[src/rtl/cfrdPkg.sv]
package cfrdPkg;

  localparam int ADDR_W = 7;
  localparam int LBA_W  = 28;
  localparam int WORDS_PER_LOAD = 16;
  localparam int PIECE_MAX = 256;
  localparam int PIECE_W = 9;

  localparam logic [ADDR_W-1:0] OFS_STATUS = 7'h04;
  localparam logic [ADDR_W-1:0] OFS_LBA_LO = 7'h10;
  localparam logic [ADDR_W-1:0] OFS_LBA_HI = 7'h12;
  localparam logic [ADDR_W-1:0] OFS_CMD    = 7'h14;
  localparam logic [ADDR_W-1:0] OFS_CTRL   = 7'h18;
  localparam logic [ADDR_W-1:0] OFS_DATA   = 7'h40;

  localparam logic [15:0] CMD_READ_CARD = 16'h0300;
  localparam logic [15:0] CTRL_LOCK_BIT = 16'h0002;
  localparam logic [15:0] CTRL_CFGRST_BIT = 16'h0080;

  localparam logic [1:0] ERR_NONE     = 2'd0;
  localparam logic [1:0] ERR_NO_CARD  = 2'd1;
  localparam logic [1:0] ERR_LOCKED   = 2'd2;
  localparam logic [1:0] ERR_NOTREADY = 2'd3;

  typedef enum logic [2:0] {
    W_LBA_LO, W_LBA_HI, W_CMD, W_LOCK_SET, W_LOCK_CLR, W_RST_SET, W_RST_CLR
  } wsel_e;

  typedef struct packed {
    logic cmdReady;
    logic bufReady;
    logic cardIn;
    logic lockGranted;
  } stat_t;

  typedef struct packed {
    logic  load;
    logic  advance;
    logic  capCtl;
    logic  capWord;
    logic  wordStep;
    logic  pollClr;
    logic  pollInc;
    logic  waitLoad;
    logic  waitDec;
    logic  hiSel;
    logic  outValid;
    wsel_e wsel;
  } strobe_t;

endpackage

[src/rtl/cfrdDatapath.sv]
module cfrdDatapath
  import cfrdPkg::*;
#(
  parameter int COUNT_W = 16,
  parameter int READS_PER_SECTOR = 16,
  parameter int WAIT_W = 16,
  parameter int PW = 4
) (
  input  logic               clk,
  input  logic               rstN,
  input  strobe_t            st,
  input  logic [LBA_W-1:0]   reqLba,
  input  logic [COUNT_W-1:0] reqCount,
  input  logic [WAIT_W-1:0]  waitCycles,
  input  logic [15:0]        busRdata,
  output logic [15:0]        busWdata,
  output logic [7:0]         outByte,
  output logic               outValid,
  output logic               lastPiece,
  output logic               wordLast,
  output logic               loadLast,
  output logic [PW-1:0]      pollCnt,
  output logic               waitZero
);

  localparam int LOAD_W = $clog2(PIECE_MAX * READS_PER_SECTOR + 1);
  localparam int IDX_W  = $clog2(WORDS_PER_LOAD);

  logic [LBA_W-1:0]   lbaReg;
  logic [COUNT_W-1:0] remaining;
  logic [15:0]        ctlShadow;
  logic [15:0]        wordReg;
  logic [IDX_W-1:0]   wordIdx;
  logic [LOAD_W-1:0]  loadCnt;
  logic [WAIT_W-1:0]  waitCnt;
  logic [PIECE_W-1:0] pieceSize;
  logic [LOAD_W-1:0]  loadTarget;

  // piece size: remaining count clipped to the command field range
  always_comb begin
    if (remaining > COUNT_W'(PIECE_MAX)) pieceSize = PIECE_W'(PIECE_MAX);
    else                                 pieceSize = PIECE_W'(remaining);
  end

  assign lastPiece  = (remaining <= COUNT_W'(PIECE_MAX));
  assign loadTarget = LOAD_W'(pieceSize) * LOAD_W'(READS_PER_SECTOR);
  assign loadLast   = (loadCnt == loadTarget - LOAD_W'(1));
  assign wordLast   = (wordIdx == IDX_W'(WORDS_PER_LOAD - 1));
  assign waitZero   = (waitCnt == '0);

  always_ff @(posedge clk) begin
    if (!rstN) begin
      lbaReg    <= '0;
      remaining <= '0;
      loadCnt   <= '0;
      wordIdx   <= '0;
    end else if (st.load) begin
      lbaReg    <= reqLba;
      remaining <= reqCount;
      loadCnt   <= '0;
      wordIdx   <= '0;
    end else if (st.advance) begin
      lbaReg    <= lbaReg + LBA_W'(pieceSize);
      remaining <= remaining - COUNT_W'(pieceSize);
      loadCnt   <= '0;
    end else if (st.wordStep) begin
      wordIdx <= wordIdx + IDX_W'(1);
      if (wordLast) loadCnt <= loadCnt + LOAD_W'(1);
    end
  end

  always_ff @(posedge clk) begin
    if (!rstN) begin
      ctlShadow <= '0;
      wordReg   <= '0;
    end else begin
      if (st.capCtl)  ctlShadow <= busRdata;
      if (st.capWord) wordReg   <= busRdata;
    end
  end

  always_ff @(posedge clk) begin
    if (!rstN) begin
      pollCnt <= '0;
      waitCnt <= '0;
    end else begin
      if (st.pollClr)      pollCnt <= '0;
      else if (st.pollInc) pollCnt <= pollCnt + PW'(1);
      if (st.waitLoad)     waitCnt <= waitCycles;
      else if (st.waitDec) waitCnt <= waitCnt - WAIT_W'(1);
    end
  end

  always_comb begin
    unique case (st.wsel)
      W_LBA_LO:   busWdata = lbaReg[15:0];
      W_LBA_HI:   busWdata = {4'b0000, lbaReg[LBA_W-1:16]};
      W_CMD:      busWdata = CMD_READ_CARD | {8'h00, pieceSize[7:0]};
      W_LOCK_SET: busWdata = ctlShadow | CTRL_LOCK_BIT;
      W_LOCK_CLR: busWdata = ctlShadow & ~CTRL_LOCK_BIT;
      W_RST_SET:  busWdata = ctlShadow | CTRL_CFGRST_BIT;
      W_RST_CLR:  busWdata = ctlShadow & ~CTRL_CFGRST_BIT;
      default:    busWdata = '0;
    endcase
  end

  assign outByte  = st.hiSel ? wordReg[15:8] : wordReg[7:0];
  assign outValid = st.outValid;


  advance_nonempty_chk: assert property (@(posedge clk) disable iff (!rstN)
    st.advance |-> (remaining != '0));

endmodule

[src/rtl/cfrdCtrl.sv]
module cfrdCtrl
  import cfrdPkg::*;
#(
  parameter int LOCK_POLLS = 12,
  parameter int READY_POLLS = 2002,
  parameter int CFG_RESET = 1,
  parameter int PW = 4
) (
  input  logic              clk,
  input  logic              rstN,
  input  logic              reqValid,
  input  logic              reqZero,
  output logic              reqReady,
  output logic              busReq,
  output logic              busWe,
  output logic [ADDR_W-1:0] busAddr,
  input  logic              busAck,
  input  stat_t             stat,
  input  logic              outReady,
  input  logic              lastPiece,
  input  logic              wordLast,
  input  logic              loadLast,
  input  logic [PW-1:0]     pollCnt,
  input  logic              waitZero,
  output strobe_t           st,
  output logic              done,
  output logic [1:0]        errCode
);

  typedef enum logic [4:0] {
    S_IDLE, S_LK_RD, S_LK_WR, S_LK_POLL, S_LK_WAIT,
    S_RDY_POLL, S_RDY_WAIT, S_LBA_LO, S_LBA_HI, S_CMD,
    S_RST_RD, S_RST_WR, S_BUF_POLL, S_BUF_WAIT, S_DRAIN_RD,
    S_EMIT_LO, S_EMIT_HI, S_UNRST_RD, S_UNRST_WR, S_ADV,
    S_REL_RD, S_REL_WR, S_DONE
  } state_e;

  state_e     state, nxt;
  logic [1:0] errReg, errNxt;
  logic       hasCfgReset;

  assign hasCfgReset = (CFG_RESET != 0);

  always_ff @(posedge clk) begin
    if (!rstN) begin
      state  <= S_IDLE;
      errReg <= ERR_NONE;
    end else begin
      state  <= nxt;
      errReg <= errNxt;
    end
  end

  assign errCode = errReg;

  always_comb begin
    st       = '0;
    st.wsel  = W_LBA_LO;
    busReq   = 1'b0;
    busWe    = 1'b0;
    busAddr  = '0;
    reqReady = 1'b0;
    done     = 1'b0;
    nxt      = state;
    errNxt   = errReg;
    unique case (state)
      S_IDLE: begin
        reqReady = 1'b1;
        if (reqValid) begin
          st.load = 1'b1;
          errNxt  = ERR_NONE;
          nxt     = reqZero ? S_DONE : S_LK_RD;
        end
      end
      S_LK_RD: begin
        busReq = 1'b1; busAddr = OFS_CTRL;
        if (busAck) begin st.capCtl = 1'b1; nxt = S_LK_WR; end
      end
      S_LK_WR: begin
        busReq = 1'b1; busWe = 1'b1; busAddr = OFS_CTRL; st.wsel = W_LOCK_SET;
        if (busAck) begin st.pollClr = 1'b1; nxt = S_LK_POLL; end
      end
      S_LK_POLL: begin
        busReq = 1'b1; busAddr = OFS_STATUS;
        if (busAck) begin
          if (stat.lockGranted) begin
            st.pollClr = 1'b1; nxt = S_RDY_POLL;
          end else if (pollCnt == PW'(LOCK_POLLS - 1)) begin
            errNxt = stat.cardIn ? ERR_LOCKED : ERR_NO_CARD;
            nxt    = S_DONE;
          end else begin
            st.pollInc = 1'b1; st.waitLoad = 1'b1; nxt = S_LK_WAIT;
          end
        end
      end
      S_LK_WAIT: begin
        if (waitZero) nxt = S_LK_POLL;
        else          st.waitDec = 1'b1;
      end
      S_RDY_POLL: begin
        busReq = 1'b1; busAddr = OFS_STATUS;
        if (busAck) begin
          if (!stat.cardIn) begin
            errNxt = ERR_NO_CARD; nxt = S_REL_RD;
          end else if (stat.cmdReady) begin
            nxt = S_LBA_LO;
          end else if (pollCnt == PW'(READY_POLLS - 1)) begin
            errNxt = ERR_NOTREADY; nxt = S_REL_RD;
          end else begin
            st.pollInc = 1'b1; st.waitLoad = 1'b1; nxt = S_RDY_WAIT;
          end
        end
      end
      S_RDY_WAIT: begin
        if (waitZero) nxt = S_RDY_POLL;
        else          st.waitDec = 1'b1;
      end
      S_LBA_LO: begin
        busReq = 1'b1; busWe = 1'b1; busAddr = OFS_LBA_LO; st.wsel = W_LBA_LO;
        if (busAck) nxt = S_LBA_HI;
      end
      S_LBA_HI: begin
        busReq = 1'b1; busWe = 1'b1; busAddr = OFS_LBA_HI; st.wsel = W_LBA_HI;
        if (busAck) nxt = S_CMD;
      end
      S_CMD: begin
        busReq = 1'b1; busWe = 1'b1; busAddr = OFS_CMD; st.wsel = W_CMD;
        if (busAck) nxt = hasCfgReset ? S_RST_RD : S_BUF_POLL;
      end
      S_RST_RD: begin
        busReq = 1'b1; busAddr = OFS_CTRL;
        if (busAck) begin st.capCtl = 1'b1; nxt = S_RST_WR; end
      end
      S_RST_WR: begin
        busReq = 1'b1; busWe = 1'b1; busAddr = OFS_CTRL; st.wsel = W_RST_SET;
        if (busAck) nxt = S_BUF_POLL;
      end
      S_BUF_POLL: begin
        busReq = 1'b1; busAddr = OFS_STATUS;
        if (busAck) begin
          if (stat.bufReady) nxt = S_DRAIN_RD;
          else begin st.waitLoad = 1'b1; nxt = S_BUF_WAIT; end
        end
      end
      S_BUF_WAIT: begin
        if (waitZero) nxt = S_BUF_POLL;
        else          st.waitDec = 1'b1;
      end
      S_DRAIN_RD: begin
        busReq = 1'b1; busAddr = OFS_DATA;
        if (busAck) begin st.capWord = 1'b1; nxt = S_EMIT_LO; end
      end
      S_EMIT_LO: begin
        st.outValid = 1'b1;
        if (outReady) nxt = S_EMIT_HI;
      end
      S_EMIT_HI: begin
        st.outValid = 1'b1; st.hiSel = 1'b1;
        if (outReady) begin
          st.wordStep = 1'b1;
          if (!wordLast)     nxt = S_DRAIN_RD;
          else if (!loadLast) nxt = S_BUF_POLL;
          else               nxt = hasCfgReset ? S_UNRST_RD : S_ADV;
        end
      end
      S_UNRST_RD: begin
        busReq = 1'b1; busAddr = OFS_CTRL;
        if (busAck) begin st.capCtl = 1'b1; nxt = S_UNRST_WR; end
      end
      S_UNRST_WR: begin
        busReq = 1'b1; busWe = 1'b1; busAddr = OFS_CTRL; st.wsel = W_RST_CLR;
        if (busAck) nxt = S_ADV;
      end
      S_ADV: begin
        st.advance = 1'b1;
        nxt = lastPiece ? S_REL_RD : S_LBA_LO;
      end
      S_REL_RD: begin
        busReq = 1'b1; busAddr = OFS_CTRL;
        if (busAck) begin st.capCtl = 1'b1; nxt = S_REL_WR; end
      end
      S_REL_WR: begin
        busReq = 1'b1; busWe = 1'b1; busAddr = OFS_CTRL; st.wsel = W_LOCK_CLR;
        if (busAck) nxt = S_DONE;
      end
      S_DONE: begin
        done = 1'b1;
        nxt  = S_IDLE;
      end
      default: nxt = S_IDLE;
    endcase
  end


  bus_hold_chk: assert property (@(posedge clk) disable iff (!rstN)
    (busReq && !busAck) |=> (busReq && $stable(busAddr) && $stable(busWe)));


  done_pulse_chk: assert property (@(posedge clk) disable iff (!rstN)
    done |=> !done);


  stream_bus_excl_chk: assert property (@(posedge clk) disable iff (!rstN)
    !(st.outValid && busReq));

endmodule

[src/rtl/cfSectorReader.sv]
module cfSectorReader
  import cfrdPkg::*;
#(
  parameter int COUNT_W = 16,
  parameter int LOCK_POLLS = 12,
  parameter int READY_POLLS = 2002,
  parameter int READS_PER_SECTOR = 16,
  parameter int CFG_RESET = 1,
  parameter int WAIT_W = 16
) (
  input  logic               clk,
  input  logic               rstN,
  input  logic               reqValid,
  output logic               reqReady,
  input  logic [27:0]        reqLba,
  input  logic [COUNT_W-1:0] reqCount,
  input  logic [WAIT_W-1:0]  waitCycles,
  output logic               busReq,
  output logic               busWe,
  output logic [6:0]         busAddr,
  output logic [15:0]        busWdata,
  input  logic               busAck,
  input  logic [15:0]        busRdata,
  output logic               outValid,
  output logic [7:0]         outByte,
  input  logic               outReady,
  output logic               done,
  output logic [1:0]         errCode
);

  localparam int POLL_MAX = (LOCK_POLLS > READY_POLLS) ? LOCK_POLLS : READY_POLLS;
  localparam int PW = $clog2(POLL_MAX + 1);

  strobe_t       st;
  stat_t         stat;
  logic          lastPiece, wordLast, loadLast, waitZero;
  logic [PW-1:0] pollCnt;

  assign stat = '{cmdReady: busRdata[8], bufReady: busRdata[5],
                  cardIn: busRdata[4], lockGranted: busRdata[1]};

  cfrdCtrl #(
    .LOCK_POLLS(LOCK_POLLS), .READY_POLLS(READY_POLLS),
    .CFG_RESET(CFG_RESET), .PW(PW)
  ) uCtrl (
    .clk(clk), .rstN(rstN), .reqValid(reqValid), .reqZero(reqCount == '0),
    .reqReady(reqReady), .busReq(busReq), .busWe(busWe), .busAddr(busAddr),
    .busAck(busAck), .stat(stat), .outReady(outReady), .lastPiece(lastPiece),
    .wordLast(wordLast), .loadLast(loadLast), .pollCnt(pollCnt),
    .waitZero(waitZero), .st(st), .done(done), .errCode(errCode)
  );

  cfrdDatapath #(
    .COUNT_W(COUNT_W), .READS_PER_SECTOR(READS_PER_SECTOR),
    .WAIT_W(WAIT_W), .PW(PW)
  ) uData (
    .clk(clk), .rstN(rstN), .st(st), .reqLba(reqLba), .reqCount(reqCount),
    .waitCycles(waitCycles), .busRdata(busRdata), .busWdata(busWdata),
    .outByte(outByte), .outValid(outValid), .lastPiece(lastPiece),
    .wordLast(wordLast), .loadLast(loadLast), .pollCnt(pollCnt),
    .waitZero(waitZero)
  );


  stream_hold_chk: assert property (@(posedge clk) disable iff (!rstN)
    (outValid && !outReady) |=> (outValid && $stable(outByte)));


  zero_count_chk: assert property (@(posedge clk) disable iff (!rstN)
    (reqValid && reqReady && reqCount == '0) |=> (done && errCode == 2'd0 && !busReq));

endmodule

[config.mk]
export PLATFORM = sky130hd
export DESIGN_NAME = cfSectorReader
export DESIGN_NICKNAME = d
export VERILOG_FILES = /design/src/rtl/cfrdPkg.sv /design/src/rtl/cfrdDatapath.sv /design/src/rtl/cfrdCtrl.sv /design/src/rtl/cfSectorReader.sv
export SDC_FILE = /design/constraint.sdc
export NUM_CORES = 1
export LEC_CHECK = 0
export ABC_AREA = 1
export BUFFER_PORTS_ARGS = -buffer_cell sky130_fd_sc_hd__clkbuf_2
export CAP_MARGIN = 5
export CELL_PAD_IN_SITES_DETAIL_PLACEMENT = 1
export CELL_PAD_IN_SITES_GLOBAL_PLACEMENT = 2
export CORE_ASPECT_RATIO = 2
export CORE_MARGIN = 8
export CORE_UTILIZATION = 34
export CTS_BUF_LIST = sky130_fd_sc_hd__clkbuf_2
export CTS_CLUSTER_DIAMETER = 100
export DETAILED_ROUTE_END_ITERATION = 6
export GPL_TIMING_DRIVEN = 1
export MAX_ROUTING_LAYER = met4
export PLACE_DENSITY_LB_ADDON = 0.1
export SYNTH_ARGS = -nofsm -noshare
export SYNTH_HDL_FRONTEND = slang
export SYNTH_SLANG_ARGS = --single-unit
[constraint.sdc]
create_clock -name clk -period 8.3 [get_ports clk]
set_input_delay 1.66 -clock clk [delete_from_list [all_inputs] [get_ports clk]]
set_output_delay 1.66 -clock clk [all_outputs]
set_load 0.05 [all_outputs]
==> flow_metrics.tcl <==
set metrics [dict create \
    p_sw_frac 0.5135 \
    pwr-share-comb 0.484 \
    p_int_w 0.001060 \
    dpl.hpwl_um 27210 \
    syn_to_final_growth_pct 12.04 \
    layout_setup_ws_ps 3097 \
    maxCapViolCount 0 \
    die_w_um 124.6 \
    synth-xor-area-share 0.03604 \
    track_usage 0.2378 \
    ctsHoldBuffers 0 \
    crit_type "reg2out" \
    htreeDepth 4 \
    reg2reg_slack_ps 4310 \
    worstMarginPinSlew_ps 899.7 \
    power_leakage_nw 3.984 \
    finalCriticalPeriod_ps 5203 \
    syn_inst 1255 \
    clk_pin_slew_worst_paths_ps 190 \
    ant_nets 0 \
    async_reset_ff_frac 0 \
    dieArea_um2 29060 \
    grt_pass1_vias 9440 \
    yosys_warnings 0 \
    max_freq_ghz 0.1922 \
    setup_violations 0 \
    first_pass_iters 5 \
    power_density_nw_per_um2 242.4 \
    cts_resized 0 \
    grt_max_degree 44 \
    synth_flop_cell "dfxtp_1" \
    min_path_cells 2 \
    synth_top_area_frac 0.3170 \
    synth_edf_count 0 \
    crit_fanout 12 \
    crit_arrival_ps 3540 \
    clockBufferDepth 2 \
    pre_cts_slack_ps 3953 \
    numCtsBuffers 17 \
    ios 119 \
    start_util 0.3453 \
    clkPwrFrac 0.161 \
    synth_top_area_cell "dfxtp_1" \
    irDropWorstVdd_uv 224.4 \
    min_path_type "reg2reg" \
    drc 0 \
    cts_num_sinks 127 \
    crit_required_ps 6640 \
    timing.setup.tns_ps 0 \
    start_kind "register" \
    skew_ps 30.52 \
    grt_pass1_wl_um 52120 \
    synth.area.top_cells "dfxtp_1, nand2_1, nor2_1" \
    finalHoldViolations 0 \
    worst_setup_path_end_kind "primary output" \
    wl_per_cell_um 20.43 \
    avgSynthCellArea_um2 6.391 \
    place_congestion 0.9162 \
    synth_area_um2 8020 \
    synth_top_family_by_area "simple AND/OR/NAND/NOR gates" \
    rsz0062_at_grt "no" \
    via_count 8828 \
    core_um2 23230 \
    power.share.sequential 0.355 \
    relSlewSlack 0.3938 \
    cts_tree "done" \
    drv_slew 0 \
    p_sw_w 0.001118 \
    fin_crit_sh 0.6269 \
    portBuffers 116 \
    synthAdderAreaFrac 0.02746 \
    ys_ff_latch 127 \
    grt_overflow_total 0 \
    drt_iter0_markers 392 \
    postCtsSetupRepairBufs 0 \
    insertion_delay_ps 810 \
    antenna_found_initial 1 \
    die-height_um 233.2 \
    nets 1451 \
    synth_compound_area_frac 0.1822 \
    wl_um 33640 \
    synth_cell_types 55 \
    synthMuxAreaShare 0 \
    num_rows 79 \
    drive_gt1_frac 0.1489 \
    clockRootBuffer "clkbuf_2" \
    vias_per_cell 5.360 \
    status "completed" \
    ys_seq_area_frac 0.3170 \
    synth-simple-area-share 0.3491 \
    reg2regPathDepth 18 \
]
==> power groups by stage <==
stage / sequential, W / clock, W / combinational, W
3_5_place_dp: 0.000786 / 0 / 0.00106
3_3_place_gp: 0.000786 / 0 / 0.00105
6_report: 0.000773 / 0.000351 / 0.00105
5_1_grt: 0.000782 / 0.000394 / 0.00115
2_1_floorplan: 0.000755 / 0 / 0.000748
4_1_cts: 0.000773 / 0.000372 / 0.00106
==> through the flow <==
stage                     utilization  instances  power [W]  hold WS, ps  cell area [um2]
after CTS                      0.3867       1646   0.002207        492.6             8984
after global routing           0.3869       1647   0.002329        519.1             8986
after detailed placement       0.3793       1617   0.001844        469.8             8811
after floorplan                     -       1256   0.001504        444.1             8024
after global placement         0.3793       1617   0.001838        461.7             8811
final                          0.3869       1647   0.002178        493.6             8986
==> Yosys cell counts, drive strengths merged, types with 2 or more instances <==
| cell type | n |
|---|---|
| nand2 | 317 |
| nor2 | 170 |
| inv | 136 |
| dfxtp | 127 |
| o21ai | 110 |
| a21oi | 86 |
| nand3 | 76 |
| a31oi | 36 |
| nor3 | 32 |
| clkbuf | 28 |
| xor2 | 22 |
| ha | 16 |
| nand4 | 16 |
| buf | 14 |
| nor4 | 12 |
| xnor2 | 11 |
| nand3b | 6 |
| o2111ai | 4 |
| o211ai | 4 |
| or2 | 4 |
| a22oi | 3 |
| o221ai | 3 |
| o22ai | 3 |
| a211oi | 2 |
| a22o | 2 |
| a32o | 2 |
| conb | 2 |
| nor3b | 2 |
==> logic make-up after synthesis <==
kind of cell | count (synthesis)
flops | 127
other cells | 2
compound gates | 261
xor+xnor | 33
simple gates | 636
buf+inv | 179
fa+ha+maj | 17
==> layout make-up <==
type	count	area [um2]
Fill cell	3153	14240
Tap cell	283	354.1
Antenna cell	1	2.502
Clock buffer	20	100.1
Sequential cell	127	2542
Multi-Input combinational cell	950	4790
Timing Repair Buffer	120	610.6
Inverter	137	514.2
Clock inverter	9	72.57
==> flip-flops by register name, indices dropped and copies added (netlist names) <==
register,flops
uData.wordReg,16
uData.lbaReg,28
uData.loadCnt,13
uData.remaining,16
uCtrl.state,5
uData.wordIdx,4
uData.ctlShadow,16
uCtrl.errCode,2
uData.waitCnt,16
uData.pollCnt,11
==> routing by layer <==
metal | wire [um] | vias to the layer above | global-route usage
met5 | 0 | - | -
met4 | 1796 | 0 | 0.1344
met3 | 900 | 74 | 0.03882
met2 | 19070 | 191 | 0.4611
met1 | 11880 | 4223 | 0.2133
li1 | - | 4340 | -
==> layout by cell type (no fill, tap or decap), drive strengths merged, types with 2 or more instances in the layout <==
cell type | netlist | routed
nand3b | 6 | 6
or2 | 4 | 4
conb | 2 | 3
a32o | 2 | 2
nor3b | 2 | 2
a211oi | 2 | 2
nor3 | 32 | 32
buf | 14 | 4
o211ai | 4 | 4
o21ai | 110 | 110
clkinvlp | 0 | 2
dfxtp | 127 | 127
nand3 | 76 | 76
nor2 | 170 | 170
o2111ai | 4 | 4
a22o | 2 | 2
clkinv | 1 | 6
nor4 | 12 | 12
nand2 | 317 | 317
xor2 | 22 | 22
xnor2 | 11 | 11
a31oi | 36 | 36
clkbuf | 28 | 136
nand4 | 16 | 16
inv | 136 | 137
a21oi | 86 | 86
a22oi | 3 | 3
o221ai | 3 | 3
ha | 16 | 16
o22ai | 3 | 3
==> worst max-delay path, cell delays in order (launching register included) <==
cell and delay (ps):
dfxtp_1 450, nor3_1 270, inv_1 120, nor2_1 390
inv_1 350, nand2_1 200, inv_1 220, nand2_1 120
o21ai_0 90, a21oi_1 130, o21ai_0 130, clkbuf_2 270
==> path summary, 6_finish.rpt <==
path                                        end                            start
hold reg to reg   uData.wordIdx[3]$_SDFFE_PP0P_    uData.wordIdx[3]$_SDFFE_PP0P_
setup / recovery                    busWdata[5]      uCtrl.state[4]$_SDFFE_PN0P_
hold / removal    uData.wordIdx[3]$_SDFFE_PP0P_    uData.wordIdx[3]$_SDFFE_PP0P_
setup reg to reg  uData.lbaReg[12]$_SDFFE_PN0P_  uData.remaining[0]$_SDFFE_PN0P_
Note: power is estimated with default switching activity, not from simulation.
